## src/rtl/dma_hs_ctrl.sv

```systemverilog
module dma_hs_ctrl #(
  parameter int CFG_W = 16,
  parameter int CNT_W = 3
) (
  input  logic             clk,
  input  logic             rst_n,
  input  logic             cfg_we,
  input  logic [CFG_W-1:0] cfg_wdata,
  input  logic             xfer_pend,
  input  logic             xfer_dir,
  input  logic             req_clr,
  output logic             req_o,
  output logic             ack_o,
  output logic             rd_stb_o,
  output logic             wr_stb_o,
  output logic             ds_o,
  output logic             rnw_o,
  output logic             pins_oe_o
);

  typedef enum logic [2:0] {S_IDLE, S_REQ, S_ACK, S_STB, S_DONE} st_t;

  st_t              st;
  logic [CNT_W-1:0] cnt;
  logic [7:0]       cfg_stg, cfg;
  logic             tog, dir_q;

  logic unused_bits;
  assign unused_bits = ^{cfg_wdata[CFG_W-1:11], cfg_wdata[3:1]};

  wire       c_style = cfg[0];
  wire       c_reqlo = cfg[1];
  wire       c_acklo = cfg[2];
  wire [1:0] c_dly   = cfg[4:3];
  wire       c_wide  = cfg[5];
  wire       c_div   = cfg[6];
  wire       c_per   = cfg[7];

  wire tick = ~c_div | tog;

  always_ff @(posedge clk or negedge rst_n) begin
    if (!rst_n) begin
      cfg_stg <= '0;
      cfg     <= '0;
      tog     <= 1'b0;
    end else begin
      tog <= ~tog;
      if (cfg_we)
        cfg_stg <= {cfg_wdata[10], cfg_wdata[9], cfg_wdata[8], cfg_wdata[7:6],
                    cfg_wdata[5], cfg_wdata[4], cfg_wdata[0]};
      if (st == S_IDLE) cfg <= cfg_stg;
    end
  end

  always_ff @(posedge clk or negedge rst_n) begin
    if (!rst_n) begin
      st    <= S_IDLE;
      cnt   <= '0;
      dir_q <= 1'b0;
    end else if (req_clr) begin
      st  <= S_IDLE;
      cnt <= '0;
    end else if (tick) begin
      case (st)
        S_IDLE: if (c_per && xfer_pend) begin
          st    <= S_REQ;
          cnt   <= '0;
          dir_q <= xfer_dir;
        end
        S_REQ: if (cnt == CNT_W'(c_dly) + CNT_W'(1)) begin
          st  <= S_ACK;
          cnt <= '0;
        end else cnt <= cnt + CNT_W'(1);
        S_ACK: begin
          st  <= S_STB;
          cnt <= '0;
        end
        S_STB: if (cnt == CNT_W'(c_wide)) st <= S_DONE;
               else cnt <= cnt + CNT_W'(1);
        default: st <= S_IDLE;
      endcase
    end
  end

  wire hs_req = (st == S_REQ) || (st == S_ACK) || (st == S_STB);
  wire hs_ack = (st == S_ACK) || (st == S_STB);
  wire hs_stb = (st == S_STB);

  assign req_o     = c_per & (hs_req ^ c_reqlo);
  assign ack_o     = c_per & (hs_ack ^ c_acklo);
  assign rd_stb_o  = c_per & ~c_style & hs_stb & dir_q;
  assign wr_stb_o  = c_per & ~c_style & hs_stb & ~dir_q;
  assign ds_o      = c_per & c_style & hs_stb;
  assign rnw_o     = c_per & c_style & dir_q & (st != S_IDLE);
  assign pins_oe_o = c_per;

  wire req_act = c_per & (req_o ^ c_reqlo);
  wire ack_act = c_per & (ack_o ^ c_acklo);
  wire stb_any = rd_stb_o | wr_stb_o | ds_o;

  p_ack_follows_req_r4: assert property (@(posedge clk) disable iff (!rst_n)
    $rose(ack_act) |-> $past(req_act));
  p_strobe_after_ack_r5: assert property (@(posedge clk) disable iff (!rst_n)
    $rose(stb_any) |-> $past(ack_act));
  p_strobe_excl_r6: assert property (@(posedge clk) disable iff (!rst_n)
    $onehot0({rd_stb_o, wr_stb_o, ds_o}));
  p_proc_quiet_r2: assert property (@(posedge clk) disable iff (!rst_n)
    !pins_oe_o |-> !(req_o | ack_o | stb_any | rnw_o));
  p_cfg_frozen_r9: assert property (@(posedge clk) disable iff (!rst_n)
    (st != S_IDLE) |=> $stable(cfg));
  p_clear_idle_r10: assert property (@(posedge clk) disable iff (!rst_n)
    req_clr |=> (st == S_IDLE));
  p_dir_held_r11: assert property (@(posedge clk) disable iff (!rst_n)
    (st != S_IDLE && $past(st) != S_IDLE) |-> $stable(dir_q));

endmodule

```

## config.mk

```make
export PLATFORM = sky130hd
export DESIGN_NAME = dma_hs_ctrl
export DESIGN_NICKNAME = d
export VERILOG_FILES = /design/src/rtl/dma_hs_ctrl.sv
export SDC_FILE = /design/constraint.sdc
export NUM_CORES = 1
export LEC_CHECK = 0
export BUFFER_PORTS_ARGS = -buffer_cell sky130_fd_sc_hd__buf_2
export CORE_MARGIN = 10
export CORE_UTILIZATION = 55
export DETAILED_ROUTE_END_ITERATION = 7
export PLACE_DENSITY = 0.93
export SLEW_MARGIN = 5
export SYNTH_ARGS = -nofsm -noshare
export SYNTH_HDL_FRONTEND = slang
export SYNTH_SLANG_ARGS = --single-unit
export TNS_END_PERCENT = 20
```

## constraint.sdc

```tcl
create_clock -name clk -period 3 [get_ports clk]
set_input_delay 0.15 -clock clk [delete_from_list [all_inputs] [get_ports clk]]
set_output_delay 0.15 -clock clk [all_outputs]
set_load 0.02 [all_outputs]
```

==> run summary <==
TritonCTS clock tree = yes
TNS Setup = 0 ns
Overflow after GRT = 0
Syn. warnings = 0
RR Startpoint = cfg[3]$_DFFE_PN0N_
Critical Path Source = st[1]$_DFFE_PN0P_
Routability Congestion = 0.893
Share of layout cells above drive strength 1 = 38.4%
CP Capture Point = rd_stb_o
CTS clock-pin slew for the worst setup and hold paths = 0.14 ns
Flops & latches, synth = 24
CTS max path bufs = 2
Max Freq = 544 MHz
First-pass GRT wire length = 4130 um
Crit path capture type = primary output
PortBufs = 20
Pwr per Cell Area = 1000 nW/um2
DP Worst Slack = 1.24 ns
Min cycle time layout = 1.84 ns
1st-iter DRT viols = 55
# nets final = 150
WP data required = 2.85 ns
Leak pwr = 0.646 nW
Main synth FF type = dfrtp_1
Initial Util = 60.1%
Crit path kind = flip-flop to primary output
CP top delay family = simple AND/OR/NAND/NOR gates
Remaining DRCs = 0
Crit-path max FO = 8
CP max stage delay = 0.55 ns
Cells after Synth = 103
Mapped Nets = 127
Initial antenna violation count = 0
Routed via count = 854
Post-synthesis cell type count = 34
Status = finished, final reports clean
EDFF count, synth = 0
Syn Area/Cell = 11.8 um2
ANT cells = 0
Slew margin rel. = 65.7%
RR Endpoint = cnt[2]$_DFFE_PN0P_
RSZ-0062 raised after global routing = false
Fin. Hold Viols = 0
Die Height = 67.0 um
DIE AREA = 4490 um2
Vias per cell = 5.62
CTS Buf Count = 3
Final period util = 61.2%
Std cell rows = 16
Final Max Slew Viols = 0
Critical-path top delay cell = dfrtp_1
Wire per inst = 15.6 um
Final WS setup = 1.16 ns
Max Cap Viol = 0
Share of flip-flops with an asynchronous set or reset = 100%
Reg2Reg Setup Slack = 1.22 ns
Routed Antenna Nets = 0
All-Layer GR Usage = 11.8%
Largest net degree at the start of global routing = 25
Die extent in x = 67.0 um
Layout area overhead = 15.2%
Maximum VDD drop = 0.719 mV
Worst skew pair latency = 0.33 ns
Sequential-to-total area share from yosys stat = 49.4%
CP startpoint kind = flip-flop
HP Class = primary input to flip-flop
Vias in the first global route = 945
Worst path depth = 4
Slew @ Worst Pin = 0.514 ns
Total wire length = 2370 um
Clk root buf = clkbuf_4
Filler cell count = 149
DP HPWL = 1780 um
CP arrival = 1.69 ns
Syn Std Cell Area = 1220 um2
Clock sink count = 24
H-tree depth = 1
Sequence of cells on the critical path = nor2b_1, nand3_1, nor3b_1, buf_2
Core area = 2020 um2
Buf+Inv Stages, Crit Path = 1
Post-CTS Setup Bufs = 0
Cell count of the worst reg-to-reg path = 5
I/O pin count = 29
Final setup vio count = 0
1st-pass router iterations = 4
Skew final = 0.00703 ns
-- report_power, final --
part / switching [W] / internal, W / leakage [nW] / total [W]
Clock: 0.000102 / 0.000135 / 0.0279 / 0.000237
Sequential: 0.000134 / 0.000425 / 0.289 / 0.000559
Combinational: 0.000304 / 0.000306 / 0.329 / 0.000610
-- per-layer routing --
layer	routed length, um	vias to the layer above	GRT usage (%)	share of wire (%)
li1	-	410	-	-
met1	970	416	12.2	41
met2	1210	24	20.9	51
met3	164	4	5.18	6.9
met4	23	0	3.85	0.97
met5	0	-	0	0
-- area by class of cell --
class | instances | area (um2) | area share [%]
multi-input cells | 71 | 582 | 41.5
clock buffers | 3 | 22.5 | 1.61
flip-flops and latches | 24 | 601 | 42.9
clock inverters | 1 | 30.0 | 2.14
inverters | 4 | 15.0 | 1.07
well taps | 27 | 33.8 | 2.41
repair buffers | 22 | 118 | 8.39
-- cells in the final DEF (no fill, tap or decap), types with 3 or more instances in the layout --
master,synthesis,routed
nor2b_1,3,3
dfrtp_1,24,24
buf_2,3,20
a21oi_1,4,4
nor2_1,6,6
clkbuf_4,0,3
xor2_1,3,3
mux2_2,16,16
nand2_1,4,4
inv_1,4,4
nand3_1,4,4
o21ai_0,4,4
-- per-stage QoR --
step	hold WS, ns	std cells	util, %	power (W)	cell area [um2]
detailed placement	0.155	147	66.2	0.00117	1340
global placement	0.143	147	66.2	0.00114	1340
finish	0.0478	152	69.3	0.00141	1400
floorplan	-0.146	103	-	0.00103	1220
global route	0.0415	152	69.3	0.00151	1400
CTS	0.0440	152	69.3	0.00141	1400
-- what timing repair did --
action / in CTS / in global routing
hold buffers: 1 / 0
setup endpoints to repair: 0 / 0
endpoints found under the hold margin: 24 / 0
gates resized for setup: 0 / 0
-- state kept, by name (all words and copies together) (netlist names) --
signal and count:
cfg 8, tog 1, st 3, dir_q 1
cnt 3, cfg_stg 8
-- cells by family (layout without fill, tap and decap cells) --
family	count (synthesis)	in the layout	synth area share, %
and+or+nand+nor	29	29	13.0
DFF	24	24	49.4
AOI/OAI and AO/OA	19	19	14.4
muxes	16	16	14.8
buffers and inverters	8	30	2.78
xor gates and xnor gates	5	5	3.60
adders and majority gates	2	2	2.06
-- cells in the mapped netlist (all sizes together) (2+ instances only) --
cell type | number | area, um2
nor2b | 3 | 18.8
ha | 2 | 25.0
inv | 4 | 15.0
mux2 | 16 | 180
a21oi | 4 | 20.0
o21ai | 4 | 20.0
and2 | 2 | 12.5
dfrtp | 24 | 601
nor2 | 7 | 28.8
nor3b | 2 | 20.0
xor2 | 3 | 26.3
nand2 | 4 | 15.0
xnor2 | 2 | 17.5
nand3 | 4 | 20.0
buf | 3 | 15.0
nor3 | 2 | 10.0
a31o | 2 | 17.5
and3 | 2 | 12.5
-- worst min path at each step --
stage	to	slack [ns]	cells after the start	start
floorplan	cfg[0]$_DFFE_PN0N_	-0.15	0	rst_n
global placement	cnt[2]$_DFFE_PN0P_	0.14	1	rst_n
detailed placement	cnt[0]$_DFFE_PN0P_	0.15	1	rst_n
CTS	cfg_stg[0]$_DFFE_PN0P_	0.04	2	cfg_wdata[0]
global route	cfg_stg[3]$_DFFE_PN0P_	0.04	2	cfg_wdata[6]
finish	cfg_stg[5]$_DFFE_PN0P_	0.05	2	cfg_wdata[8]
(Power assumes the default switching activity.)
